==> src/rtl/pdm_rx_pkg.sv <==
package pdm_rx_pkg;

    // one captured bit heading into a channel filter
    typedef struct packed {
        logic vld;   // a bit was captured this cycle
        logic dat;   // captured level
        logic last;  // closes the current decimation period
    } pdm_bit_t;

    localparam int unsigned CIC_ORDER   = 3;
    localparam int unsigned NUM_CH      = 2;
    localparam int unsigned SYNC_STAGES = 2;

endpackage

==> src/rtl/pdm_clk_gen.sv <==
module pdm_clk_gen #(
    parameter int unsigned DIV_W = 8
) (
    input  logic             clk_i,
    input  logic             rst_ni,
    input  logic [DIV_W-1:0] cfg_half_i,
    output logic             pdm_clk_o,
    output logic             rise_o,
    output logic             fall_o
);

    typedef struct packed {
        logic [DIV_W-1:0] cnt;
        logic             clk;
        logic             rise;
        logic             fall;
    } gen_st_t;

    gen_st_t          gen_d, gen_q;
    logic [DIV_W-1:0] half_eff;

    always_comb begin
        half_eff = (cfg_half_i < DIV_W'(2)) ? DIV_W'(2) : cfg_half_i;
        gen_d      = gen_q;
        gen_d.rise = 1'b0;
        gen_d.fall = 1'b0;
        if (gen_q.cnt >= half_eff - DIV_W'(1)) begin
            gen_d.cnt  = '0;
            gen_d.clk  = ~gen_q.clk;
            gen_d.rise = ~gen_q.clk;
            gen_d.fall = gen_q.clk;
        end else begin
            gen_d.cnt = gen_q.cnt + DIV_W'(1);
        end
    end

    always_ff @(posedge clk_i) begin
        if (!rst_ni) begin
            gen_q <= '0;
        end else begin
            gen_q <= gen_d;
        end
    end

    assign pdm_clk_o = gen_q.clk;
    assign rise_o    = gen_q.rise;
    assign fall_o    = gen_q.fall;

    AST_CLK_HALF_MIN: assert property (@(posedge clk_i) disable iff (!rst_ni)
        (gen_q.clk != $past(gen_q.clk)) |=> $stable(gen_q.clk));
    AST_EDGE_ONEHOT: assert property (@(posedge clk_i) disable iff (!rst_ni)
        $onehot0({rise_o, fall_o}));

endmodule

==> src/rtl/pdm_capture.sv <==
module pdm_capture
    import pdm_rx_pkg::*;
#(
    parameter int unsigned MAX_RATIO = 64,
    parameter int unsigned RATIO_W   = 7
) (
    input  logic               clk_i,
    input  logic               rst_ni,
    input  logic               pdm_din_i,
    input  logic               rise_i,
    input  logic               fall_i,
    input  logic [RATIO_W-1:0] cfg_ratio_i,
    output pdm_bit_t           left_o,
    output pdm_bit_t           right_o
);

    typedef struct packed {
        logic [SYNC_STAGES-1:0] sync;
        logic [RATIO_W-1:0]     pair_cnt;
        pdm_bit_t               left;
        pdm_bit_t               right;
    } cap_st_t;

    cap_st_t            cap_d, cap_q;
    logic [RATIO_W-1:0] ratio_eff;
    logic               line_lvl;
    logic               period_end;

    always_comb begin
        if (cfg_ratio_i < RATIO_W'(2)) begin
            ratio_eff = RATIO_W'(2);
        end else if (cfg_ratio_i > RATIO_W'(MAX_RATIO)) begin
            ratio_eff = RATIO_W'(MAX_RATIO);
        end else begin
            ratio_eff = cfg_ratio_i;
        end
        line_lvl   = cap_q.sync[SYNC_STAGES-1];
        period_end = (cap_q.pair_cnt >= ratio_eff - RATIO_W'(1));

        cap_d       = cap_q;
        cap_d.sync  = {cap_q.sync[SYNC_STAGES-2:0], pdm_din_i};
        cap_d.left  = '0;
        cap_d.right = '0;
        if (rise_i) begin
            cap_d.left.vld  = 1'b1;
            cap_d.left.dat  = line_lvl;
            cap_d.left.last = period_end;
        end
        if (fall_i) begin
            cap_d.right.vld  = 1'b1;
            cap_d.right.dat  = line_lvl;
            cap_d.right.last = period_end;
            cap_d.pair_cnt   = period_end ? '0 : cap_q.pair_cnt + RATIO_W'(1);
        end
    end

    always_ff @(posedge clk_i) begin
        if (!rst_ni) begin
            cap_q <= '0;
        end else begin
            cap_q <= cap_d;
        end
    end

    assign left_o  = cap_q.left;
    assign right_o = cap_q.right;

    AST_CH_EXCLUSIVE: assert property (@(posedge clk_i) disable iff (!rst_ni)
        !(left_o.vld && right_o.vld));
    AST_LEFT_ON_RISE: assert property (@(posedge clk_i) disable iff (!rst_ni)
        left_o.vld |-> $past(rise_i));
    AST_RIGHT_ON_FALL: assert property (@(posedge clk_i) disable iff (!rst_ni)
        right_o.vld |-> $past(fall_i));

endmodule

==> src/rtl/cic_decim.sv <==
module cic_decim
    import pdm_rx_pkg::*;
#(
    parameter int unsigned ORDER     = 3,
    parameter int unsigned ACC_W     = 20,
    parameter int unsigned MAX_RATIO = 64
) (
    input  logic             clk_i,
    input  logic             rst_ni,
    input  pdm_bit_t         bit_i,
    output logic             vld_o,
    output logic [ACC_W-1:0] pcm_o
);

    localparam longint PEAK = longint'(MAX_RATIO) ** ORDER;

    typedef struct packed {
        logic [ORDER-1:0][ACC_W-1:0] integ;
        logic [ORDER-1:0][ACC_W-1:0] dly;
        logic                        vld;
        logic [ACC_W-1:0]            pcm;
    } cic_st_t;

    cic_st_t          cic_d, cic_q;
    logic [ACC_W-1:0] acc;
    logic [ACC_W-1:0] diff;

    always_comb begin
        cic_d     = cic_q;
        cic_d.vld = 1'b0;
        acc       = bit_i.dat ? ACC_W'(1) : '1;
        diff      = '0;
        if (bit_i.vld) begin
            // integrators run at the bit rate, wrapping modulo 2^ACC_W
            for (int s = 0; s < int'(ORDER); s++) begin
                cic_d.integ[s] = cic_q.integ[s] + acc;
                acc            = cic_d.integ[s];
            end
            // combs run once per decimation period
            if (bit_i.last) begin
                for (int s = 0; s < int'(ORDER); s++) begin
                    diff         = acc - cic_q.dly[s];
                    cic_d.dly[s] = acc;
                    acc          = diff;
                end
                cic_d.pcm = acc;
                cic_d.vld = 1'b1;
            end
        end
    end

    always_ff @(posedge clk_i) begin
        if (!rst_ni) begin
            cic_q <= '0;
        end else begin
            cic_q <= cic_d;
        end
    end

    assign vld_o = cic_q.vld;
    assign pcm_o = cic_q.pcm;

    AST_PCM_RANGE: assert property (@(posedge clk_i) disable iff (!rst_ni)
        vld_o |-> (($signed(pcm_o) <= PEAK) && ($signed(pcm_o) >= -PEAK)));
    AST_DEC_ON_LAST: assert property (@(posedge clk_i) disable iff (!rst_ni)
        vld_o |-> $past(bit_i.vld && bit_i.last));

endmodule

==> src/rtl/stereo_pdm_rx.sv <==
module stereo_pdm_rx
    import pdm_rx_pkg::*;
#(
    parameter  int unsigned DIV_W     = 8,
    parameter  int unsigned MAX_RATIO = 64,
    localparam int unsigned RATIO_W   = $clog2(MAX_RATIO + 1),
    localparam int unsigned PCM_W     = CIC_ORDER * $clog2(MAX_RATIO) + 2
) (
    input  logic               clk_i,
    input  logic               rst_ni,
    input  logic [DIV_W-1:0]   cfg_half_i,
    input  logic [RATIO_W-1:0] cfg_ratio_i,
    input  logic               pdm_din_i,
    output logic               pdm_clk_o,
    output logic               pcm_valid_o,
    output logic [PCM_W-1:0]   pcm_left_o,
    output logic [PCM_W-1:0]   pcm_right_o
);

    localparam int unsigned FILL_W = $clog2(CIC_ORDER);

    logic                         edge_rise, edge_fall;
    pdm_bit_t                     bit_left, bit_right;
    pdm_bit_t [NUM_CH-1:0]        chan_bits;
    logic     [NUM_CH-1:0]        cic_vld;
    logic     [NUM_CH-1:0][PCM_W-1:0] cic_pcm;

    pdm_clk_gen #(.DIV_W(DIV_W)) u_clk_gen (
        .clk_i      (clk_i),
        .rst_ni     (rst_ni),
        .cfg_half_i (cfg_half_i),
        .pdm_clk_o  (pdm_clk_o),
        .rise_o     (edge_rise),
        .fall_o     (edge_fall)
    );

    pdm_capture #(.MAX_RATIO(MAX_RATIO), .RATIO_W(RATIO_W)) u_capture (
        .clk_i       (clk_i),
        .rst_ni      (rst_ni),
        .pdm_din_i   (pdm_din_i),
        .rise_i      (edge_rise),
        .fall_i      (edge_fall),
        .cfg_ratio_i (cfg_ratio_i),
        .left_o      (bit_left),
        .right_o     (bit_right)
    );

    assign chan_bits[0] = bit_left;
    assign chan_bits[1] = bit_right;

    for (genvar c = 0; c < int'(NUM_CH); c++) begin : g_chan
        cic_decim #(
            .ORDER     (CIC_ORDER),
            .ACC_W     (PCM_W),
            .MAX_RATIO (MAX_RATIO)
        ) u_cic (
            .clk_i  (clk_i),
            .rst_ni (rst_ni),
            .bit_i  (chan_bits[c]),
            .vld_o  (cic_vld[c]),
            .pcm_o  (cic_pcm[c])
        );
    end

    typedef struct packed {
        logic [FILL_W-1:0] fill;
        logic [PCM_W-1:0]  left_hold;
        logic [PCM_W-1:0]  pcm_l;
        logic [PCM_W-1:0]  pcm_r;
        logic              valid;
    } out_st_t;

    out_st_t out_d, out_q;

    always_comb begin
        out_d       = out_q;
        out_d.valid = 1'b0;
        if (cic_vld[0]) begin
            out_d.left_hold = cic_pcm[0];
        end
        // the right channel always closes a period after the left one
        if (cic_vld[1]) begin
            if (out_q.fill < FILL_W'(CIC_ORDER - 1)) begin
                out_d.fill = out_q.fill + FILL_W'(1);
            end else begin
                out_d.valid = 1'b1;
                out_d.pcm_l = out_q.left_hold;
                out_d.pcm_r = cic_pcm[1];
            end
        end
    end

    always_ff @(posedge clk_i) begin
        if (!rst_ni) begin
            out_q <= '0;
        end else begin
            out_q <= out_d;
        end
    end

    assign pcm_valid_o = out_q.valid;
    assign pcm_left_o  = out_q.pcm_l;
    assign pcm_right_o = out_q.pcm_r;

    AST_VALID_PULSE: assert property (@(posedge clk_i) disable iff (!rst_ni)
        pcm_valid_o |=> !pcm_valid_o);
    AST_VALID_AFTER_RIGHT: assert property (@(posedge clk_i) disable iff (!rst_ni)
        pcm_valid_o |-> $past(cic_vld[1]));
    AST_HOLD_LEFT: assert property (@(posedge clk_i) disable iff (!rst_ni)
        !pcm_valid_o |-> $stable(pcm_left_o));
    AST_HOLD_RIGHT: assert property (@(posedge clk_i) disable iff (!rst_ni)
        !pcm_valid_o |-> $stable(pcm_right_o));

endmodule

==> config.mk <==
export PLATFORM = sky130hd
export DESIGN_NAME = stereo_pdm_rx
export DESIGN_NICKNAME = d
export VERILOG_FILES = /design/src/rtl/pdm_rx_pkg.sv /design/src/rtl/pdm_clk_gen.sv /design/src/rtl/pdm_capture.sv /design/src/rtl/cic_decim.sv /design/src/rtl/stereo_pdm_rx.sv
export SDC_FILE = /design/constraint.sdc
export NUM_CORES = 1
export LEC_CHECK = 0
export ABC_CLOCK_PERIOD_IN_PS = 10600
export BUFFER_PORTS_ARGS = -buffer_cell sky130_fd_sc_hd__buf_2
export CORE_MARGIN = 2
export CORE_UTILIZATION = 60
export DETAILED_ROUTE_END_ITERATION = 8
export GPL_ROUTABILITY_DRIVEN = 1
export MAX_ROUTING_LAYER = met4
export PLACE_DENSITY = 0.85
export SLEW_MARGIN = 10
export SYNTH_ARGS = -nofsm -noshare
export SYNTH_HDL_FRONTEND = slang
export SYNTH_HIERARCHICAL = 1
export SYNTH_SLANG_ARGS = --single-unit
==> constraint.sdc <==
create_clock -name clk_i -period 10.6 [get_ports clk_i]
set_clock_uncertainty 0.2 [all_clocks]
set_input_delay 1.06 -clock clk_i [delete_from_list [all_inputs] [get_ports clk_i]]
set_output_delay 1.06 -clock clk_i [all_outputs]
set_load 0.02 [all_outputs]
Word-level counts from Yosys, hierarchy flattened
Cells that the tools add are included.
{"block": "op_classes", "add_sub_neg": 17, "n_lt_le_gt_ge": 6, "mux": 11, "bitwise_logic": 3, "n_reduce_logical": 11}
{"op": "adder 20 bit", "count": 6}
{"op": "subtractor 20 bit", "count": 6}
{"op": "2-to-1 mux 21 bit", "count": 2}
{"op": "2-to-1 mux 20 bit", "count": 2}
{"op": "2-to-1 mux 7 bit", "count": 3}
{"op": "AND reduction 2 bit", "count": 10}
{"op": "adder 8 x 1 -> 8 bit (second input constant)", "count": 1}
{"op": "greater-or-equal comparator 8 bit", "count": 1}
{"op": "< comparator 8 x 2 -> 1 bit (second input constant)", "count": 1}
{"op": "2-to-1 mux 8 bit", "count": 1}
{"op": "subtractor 8 x 1 -> 8 bit (second input constant)", "count": 1}
{"op": "adder 7 x 1 -> 7 bit (second input constant)", "count": 1}
{"op": "greater-or-equal comparator 7 bit", "count": 1}
{"op": "greater-than comparator 7 bit (second input constant)", "count": 1}
{"op": "< comparator 7 x 2 -> 1 bit (second input constant)", "count": 1}
{"op": "subtractor 7 x 1 -> 7 bit (second input constant)", "count": 1}
{"op": "2-to-1 mux 3 bit", "count": 2}
{"op": "NOT 1 bit", "count": 3}
{"op": "adder 2 x 1 -> 2 bit (second input constant)", "count": 1}
{"op": "< comparator 2 bit (second input constant)", "count": 1}
{"op": "OR reduction 2 bit", "count": 1}
{"op": "2-to-1 mux 1 bit", "count": 1}
{"block": "word_totals", "regBits": 371, "inputBits": 18, "output_inout_bits": 42}

Longest topological paths before layout
Gate-level depths: netlist (run 1).
{"block": "logic_depth", "word_depth": 8, "depth_mapped": 46}

Cells and area by module
The synthesis (run 1) kept the hierarchy.
{"module": "cic_decim (g_chan[1].u_cic)", "n_inst": 1, "cells_each": 1314, "area_per_inst_um2": 10445.0}
{"module": "cic_decim (g_chan[0].u_cic)", "n_inst": 1, "cells_each": 1284, "area_per_inst_um2": 10312.4}
{"module": "stereo_pdm_rx", "n_inst": 1, "cells_each": 298, "area_per_inst_um2": 2922.8}
{"module": "pdm_capture", "n_inst": 1, "cells_each": 92, "area_per_inst_um2": 853.3}
{"module": "pdm_clk_gen", "n_inst": 1, "cells_each": 82, "area_per_inst_um2": 772.0}

Least setup slack after synthesis (run 1)
OpenSTA, ideal clock, no wires.
{"block": "synth_path", "path_kind": "reg-to-reg", "startpoint": "register u_capture.cap_q, in the netlist u_capture/right_o[1]", "endpoint": "register g_chan[1].u_cic.cic_q, in the netlist g_chan[1].u_cic/pcm_o[19]", "setup_ps": 65, "t_arrival_ps": 8112, "path_slack_ps": 2223, "path_stages_with_launch": 47, "synth_period_minus_slack_ps": 8377, "path_cell_list": "dfxtp_1 buf_4 inv_1 ha_1 a21o_1 a21o_1 a2111oi_4 inv_1 a31oi_1 xnor2_1 ha_1 o21a_1 o21ai_0 nand2b_1 nand2_1 a31oi_1 nor2_1 nor2b_1 (+11 left out) nand2_1 a21oi_1 nor2_1 or2_2 xnor2_1 ha_1 nand3_1 a211oi_1 nor3_1 xnor2_1 ha_1 a21oi_1 a31oi_1 mux2i_1 or4_1 nand4_1 o2111ai_1 nor2_1"}
{"block": "synth_via", "elab_chain_cells": 7}
{"item": "from (decl)", "line": "pdm_capture.sv:24", "text": "cap_st_t cap_d, cap_q;"}
{"item": "from (signal assigned)", "line": "pdm_capture.sv:61", "text": "cap_q <= cap_d;"}
{"item": "2-to-1 mux 20 bit", "line": "cic_decim.sv:31", "text": "acc = bit_i.dat ? ACC_W'(1) : '1;"}
{"item": "adder 20 bit (3 in series)", "line": "cic_decim.sv:36", "text": "cic_d.integ[s] = cic_q.integ[s] + acc;"}
{"item": "subtractor 20 bit (3 in series)", "line": "cic_decim.sv:42", "text": "diff = acc - cic_q.dly[s];"}
{"item": "to (signal assigned)", "line": "cic_decim.sv:56", "text": "cic_q <= cic_d;"}
{"item": "to (decl)", "line": "cic_decim.sv:24", "text": "cic_st_t cic_d, cic_q;"}
No other way between the ends.
A chain may end at the register's enable or synchronous reset.

Worst setup path after layout (run 1)
Same ends and word-level chain as after synthesis.

==> results of run 1 <==
layout by cell type (no fill, tap or decap), types with 26 or more instances in the layout:
master | netlist | final
a211oi_1 | 47 | 47
a21o_1 | 54 | 54
a21oi_1 | 253 | 253
and3_1 | 27 | 27
buf_2 | 9 | 58
clkbuf_16 | 0 | 42
dfxtp_1 | 371 | 369
ha_1 | 255 | 255
inv_1 | 212 | 211
mux2i_1 | 131 | 131
nand2_1 | 328 | 326
nand3_1 | 51 | 51
nand4_1 | 52 | 52
nor2_1 | 281 | 281
nor2b_1 | 56 | 56
nor3_1 | 56 | 56
o21a_1 | 38 | 38
o21ai_0 | 77 | 77
o21ai_1 | 26 | 26
o21ai_2 | 42 | 42
xnor2_1 | 154 | 154
xor2_1 | 61 | 61
report_power, final:
part | switching [W] | internal, W
Combinational | 0.000396 | 0.000290
Clock | 0.000598 | 0.000838
Sequential | 0.00000364 | 0.00140
Total | 0.000997 | 0.00253
layout make-up:
cell class	count	area share (%)
multi-input combinational	2283	59.9
sequential	371	28.0
clock buffer	57	4.48
inverter	214	3.04
tap	539	2.54
timing repair buffer	68	1.38
clock inverter	15	0.651
metrics by stage:
step	hold slack, ps	area, sq um	std cells	setup WS [ps]
after floorplan	212	25300	3070	2220
after global placement	219	25100	3475	1610
after detailed placement	228	25100	3475	1170
after CTS	242	26500	3547	1130
after global routing	266	26500	3547	263
final	237	26500	3547	952
final timing paths:
path / from / to / slack [ps]
worst max-delay path: u_capture/right_o[1]$_SDFF_PN0_ / g_chan[1].u_cic/pcm_o[19]$_SDFFE_PN0P_ / 950
worst min-delay path: u_capture/cap_d[14]$_SDFF_PN0_ / u_capture/cap_q[14]$_SDFF_PN0_ / 240
worst max register to register: u_capture/right_o[1]$_SDFF_PN0_ / g_chan[1].u_cic/pcm_o[19]$_SDFFE_PN0P_ / 950
worst min register to register: u_capture/cap_d[14]$_SDFF_PN0_ / u_capture/cap_q[14]$_SDFF_PN0_ / 240
layer usage:
layer,wire [um],GRT usage (%),up-vias
met5,0,-,-
met4,1110,7.46,0
met3,1960,3.40,102
met2,26000,43.3,413
met1,22900,27.8,9711
li1,-,-,10400
cells by family after synthesis:
logic type               count (synthesis)  synth area share (%)
AND/OR/NAND/NOR                        965                  17.8
AO/OA/AOI/OAI                          699                  18.3
buffers and inverters                  416                  7.99
flip-flops                             371                  29.3
adder cells (fa/ha/maj)                267                  13.6
XOR/XNOR                               221                  7.89
multiplexers                           131                  5.18
critical path, delay by kind of cell, from the launching register on:
kind            cells  cell delay, ps
compound gates     16            3220
fa+ha+maj           6            2040
simple gates       14            1990
xor+xnor            5             900
buf+inv             3             710
flops               1             320
mux                 1             170
cell usage after synthesis (8+ instances only):
library cell	n	area share, %
nor3_1	56	1.1
buf_1	16	0.24
buf_4	96	2.8
buf_2	9	0.18
o21bai_1	24	0.71
or3_1	12	0.30
o211ai_1	18	0.53
a21oi_1	253	5.0
nand2b_1	18	0.45
nand3b_1	10	0.30
o21a_1	38	1.1
dfxtp_1	371	29
a21boi_0	10	0.30
nand2_1	328	4.9
ha_1	255	13
a21o_1	54	1.6
nand4b_1	12	0.42
nor2b_1	56	1.4
mux2i_1	131	5.2
xor2_1	61	2.1
a211oi_1	47	1.4
inv_1	212	3.1
nand4_1	52	1.3
a31oi_1	20	0.49
clkbuf_1	74	1.1
o21ai_0	77	1.5
o21ai_1	26	0.51
xnor2_1	154	5.3
nor2_1	281	4.2
and2_1	11	0.27
fa_1	12	0.95
or2_2	8	0.20
o21ai_2	42	1.5
o31ai_1	8	0.24
and3_1	27	0.67
nand3_1	51	1.0
registers in the layout (all words and copies together), names as in the netlist, 8 cells and up:
| name | cells |
|---|---|
| g_chan.u_cic/cic_q | 240 |
| g_chan.u_cic/pcm_o | 40 |
| out_q | 22 |
| pcm_left_o | 20 |
| pcm_right_o | 20 |
| u_capture/cap_q | 8 |
| u_clk_gen/gen_q | 8 |
==> results.toml, run 1 <==
[route]
wl_um = 51900
via_count = 20600
drcViolationCount = 0
drt_iter0_drc = 1226
first_pass_iters = 6
detail_route.vias_per_cell = 5.81
ant_nets = 0
wl_per_cell_um = 14.6

[layout]
fin_util_pct = 63.5
multi_input_area_sq_um = 15900
layout.nets = 3265
syn2layout_area_growth_pct = 4.75
drive_gt1_share_pct = 7.65
regArea_sq_um = 7430
antenna_cells = 0
fillers = 3314

[sta]
slew_viol_final = 0
max_slew_margin_pct = 25.5
period_share_pct = 91.0
timing.fmax_ghz = 0.104
timing.setup.tns_ps = 0
worst_slew_pin_slew_ps = 1120
setup_viol = 0
rsz0062_at_grt = "no"
finalHoldViolations = 0
period_needed_ps = 9650

[worst_hold_path]
hold_depth = 1
hp-class = "register to register"

[worst_setup_path]
end_kind = "register"
critPathMaxStageDelay_ps = 550
crit_slowest_cell = "inv_1"
reg2regPathDepth = 45
critPathLaunchType = "register"
required_ps = 10860
critPathMaxFanout = 19
critPathMostFrequentCell = "ha_1"
critical_path_arrival_ps = 9910
worst-setup-path-type = "register to register"

[floorplan]
core-area_sq_um = 41800
start_util_pct = 60.6
fp.dieArea_sq_um = 43800
dieWidth_um = 209
rows = 75
fp.dieH_um = 209
ioPinCount = 60

[synthesis]
ys_seq_area_share_pct = 29.3
synthArstFlopShare_pct = 0
synthFlopType = "dfxtp_1"
syn_inst = 3070
ys_seq_elements = 371
syn_nets = 3355
syn-mean-instance-area_sq_um = 8.24
synth-edff-count = 0
yosys_warnings = 6
ys_types = 96
netlist_area_sq_um = 25300

[clock_tree]
clock_latency_ps = 580
cts-buffers-inserted = 42
postCtsSetupBuffers = 0
hold_buffers = 0
cts_tree = "yes"
cts.sink_count = 371
cts_resized = 0
htree_levels = 2
clock_path_buffers = 3
clk_pin_slew_ps = 60
cts_root_buffer = "clkbuf_16"

[job]
drv_cap = 0

[placement]
place_congestion = 0.890
dp_hpwl_um = 35900
io_buffers = 59

[pwr]
report.power.total_w = 0.00352
power_density_nw_per_um2 = 133
leakagePower_nw = 10.1
ir_worst_vdd_mv = 0.123

[grt]
antenna_found_initial = 0
globalRouteTotalUtil_pct = 24.1
grt_pass1_wl_um = 89800
grt_max_degree = 108
grt_overflow_total = 0
grt_pass1_vias = 20500

[status]
status = "complete, no violations"
No activity file was read; power rests on OpenSTA's default activity.
==> run 2, diff against run 1 <==
--- a/config.mk
+++ b/config.mk
@@ -9,10 +9,12 @@
 export BUFFER_PORTS_ARGS = -buffer_cell sky130_fd_sc_hd__buf_2
 export CORE_MARGIN = 2
 export CORE_UTILIZATION = 60
+export CTS_BUF_LIST = sky130_fd_sc_hd__clkbuf_4
 export DETAILED_ROUTE_END_ITERATION = 8
 export GPL_ROUTABILITY_DRIVEN = 1
 export MAX_ROUTING_LAYER = met4
 export PLACE_DENSITY = 0.85
+export RECOVER_POWER = 50
 export SLEW_MARGIN = 10
 export SYNTH_ARGS = -nofsm -noshare
 export SYNTH_HDL_FRONTEND = slang
==> run 2 against run 1 <==
  * The run now ends with capacitance limit, slew limit left
  * Global-route usage decreased by 0.17 points
  * Critical path depth unchanged
  * Flip-flop and latch count unchanged
  * Combinational power decreased by 0.9%
  * Non-clock buffer count unchanged
  * Sequential share of layout area increased by 0.32 points
  * Setup slack improved by 43 ps
  * Power decreased by 4.3%
  * Clock power decreased by 10%
  * Critical endpoint unchanged
==> results.toml, run 2 (synthesis gave the netlist of run 1 again) <==
[status]
status = "finished, violations left"
violations = "capacitance limit, slew limit"

[sta]
rsz0062_at_grt = "no"
timing.fmax_ghz = 0.104
period_needed_ps = 9600
worst_slew_pin_slew_ps = 4060
slew_viol_final = 446
period_share_pct = 90.6
setup_viol = 0
finalHoldViolations = 0
max_slew_margin_pct = -171
timing.setup.tns_ps = 0

[route]
wl_per_cell_um = 14.1
via_count = 20900
wl_um = 51600
drcViolationCount = 0
detail_route.vias_per_cell = 5.71
first_pass_iters = 6
drt_iter0_drc = 1194
ant_nets = 0

[placement]
io_buffers = 59
place_congestion = 0.890
dp_hpwl_um = 35900
dp_cells = 3475
placed_area_sq_um = 25100

[layout]
instances_no_fill = 3654
layout.nets = 3322
syn2layout_area_growth_pct = 3.57
top_register = "g_chan.u_cic/cic_q"
final_common_cell = "dfxtp_1"
drive_gt1_share_pct = 7.58
fillers = 3499
final_cell_mix = "dfxtp_1 (369), nand2_1 (326), nor2_1 (281), ha_1 (255), a21oi_1 (253)"
finalInstanceArea_sq_um = 26200
largest_reg_flops = 240

[worst_hold_path]
hp-class = "register to register"
hold_depth = 1

[clock_tree]
clock_path_buffers = 3
cts_root_buffer = "clkbuf_4"
hold_buffers = 0
cts_resized = 0
cts.sink_count = 371
cts_tree = "yes"
cts-buffers-inserted = 99
clock_latency_ps = 810
clk_pin_slew_ps = 70
htree_levels = 3
postCtsSetupBuffers = 0

[grt]
antenna_found_initial = 1
globalRouteTotalUtil_pct = 23.9
grt_max_degree = 108
grt_pass1_wl_um = 89200
grt_overflow_total = 0
grt_pass1_vias = 20800

[worst_setup_path]
crit_slowest_cell = "inv_1"
required_ps = 11100
critPathLaunchType = "register"
critical_path_arrival_ps = 10110
r2r_slack_ps = 1000
worst-setup-path-type = "register to register"
end_kind = "register"
critPathMaxFanout = 19
reg2regPathDepth = 45
critPathMostFrequentCell = "ha_1"
critPathMaxStageDelay_ps = 540

[floorplan]
rows = 75
fp.dieArea_sq_um = 43800
core-area_sq_um = 41800
fp.dieH_um = 209
dieWidth_um = 209
ioPinCount = 60
start_util_pct = 60.6

[pwr]
power_density_nw_per_um2 = 129
ir_worst_vdd_mv = 0.0674
leakagePower_nw = 9.92
report.power.total_w = 0.00337

[job]
drv_cap = 6
[run 2: changes by cell type in the layout (fill, tap and decap cells not counted), sizes merged]
cell / previous run / this run
clkbuf: 57 / 193
buf: 68 / 21
clkinv: 11 / 25
clkinvlp: 0 / 2
diode: 0 / 2
[run 2: per-layer routing]
metal	part of all wire, %	vias to the layer above	wire [um]	GRT usage [%]
met1	44	9705	22700	27.0
met4	2.1	0	1110	9.73
li1	-	10600	-	-
met5	0	-	0	-
met2	49	479	25400	42.2
met3	4.7	110	2420	3.83
[run 2: critical path, delay by kind of cell, from the launching register on]
family | cells | cell delay [ps]
AOI/OAI and AO/OA | 16 | 3190
xor gates and xnor gates | 5 | 890
adders and majority gates | 6 | 2020
buffers and inverters | 3 | 700
DFF | 1 | 320
muxes | 1 | 160
and+or+nand+nor | 14 | 2010
[run 2: final cells by class]
| type | instances | area [sq um] | area share, % |
|---|---|---|---|
| diodes | 2 | 5.00 | 0.0191 |
| clock buffers | 146 | 1100 | 4.18 |
| clock inverters | 31 | 184 | 0.702 |
| inverters | 214 | 806 | 3.07 |
| multi-input cells | 2283 | 15700 | 60.0 |
| flip-flops and latches | 371 | 7430 | 28.4 |
| well taps | 539 | 674 | 2.57 |
| repair buffers | 68 | 297 | 1.13 |
[run 2: worst paths after layout]
path / from / end
min: u_capture/cap_d[14]$_SDFF_PN0_ / u_capture/cap_q[14]$_SDFF_PN0_
max: u_capture/right_o[1]$_SDFF_PN0_ / g_chan[1].u_cic/pcm_o[19]$_SDFFE_PN0P_
max reg2reg: u_capture/right_o[1]$_SDFF_PN0_ / g_chan[1].u_cic/pcm_o[19]$_SDFFE_PN0P_
min reg2reg: u_capture/cap_d[14]$_SDFF_PN0_ / u_capture/cap_q[14]$_SDFF_PN0_
[run 2: where the power goes]
group | internal (W) | switching, W | leakage, nW
registers | 0.00140 | 0.00000366 | 2.99
logic | 0.000289 | 0.000391 | 6.16
clock network | 0.000679 | 0.000612 | 0.768
total | 0.00236 | 0.00101 | 9.92
[run 2: metrics by stage]
step | worst slack, ps | util, % | hold slack (ps)
2_1_floorplan | 2220 | - | 212
3_3_place_gp | 1610 | 60.2 | 219
3_5_place_dp | 1170 | 60.2 | 228
4_1_cts | 1150 | 63.3 | 224
5_1_grt | 201 | 62.8 | 267
6_report | 995 | 62.8 | 239
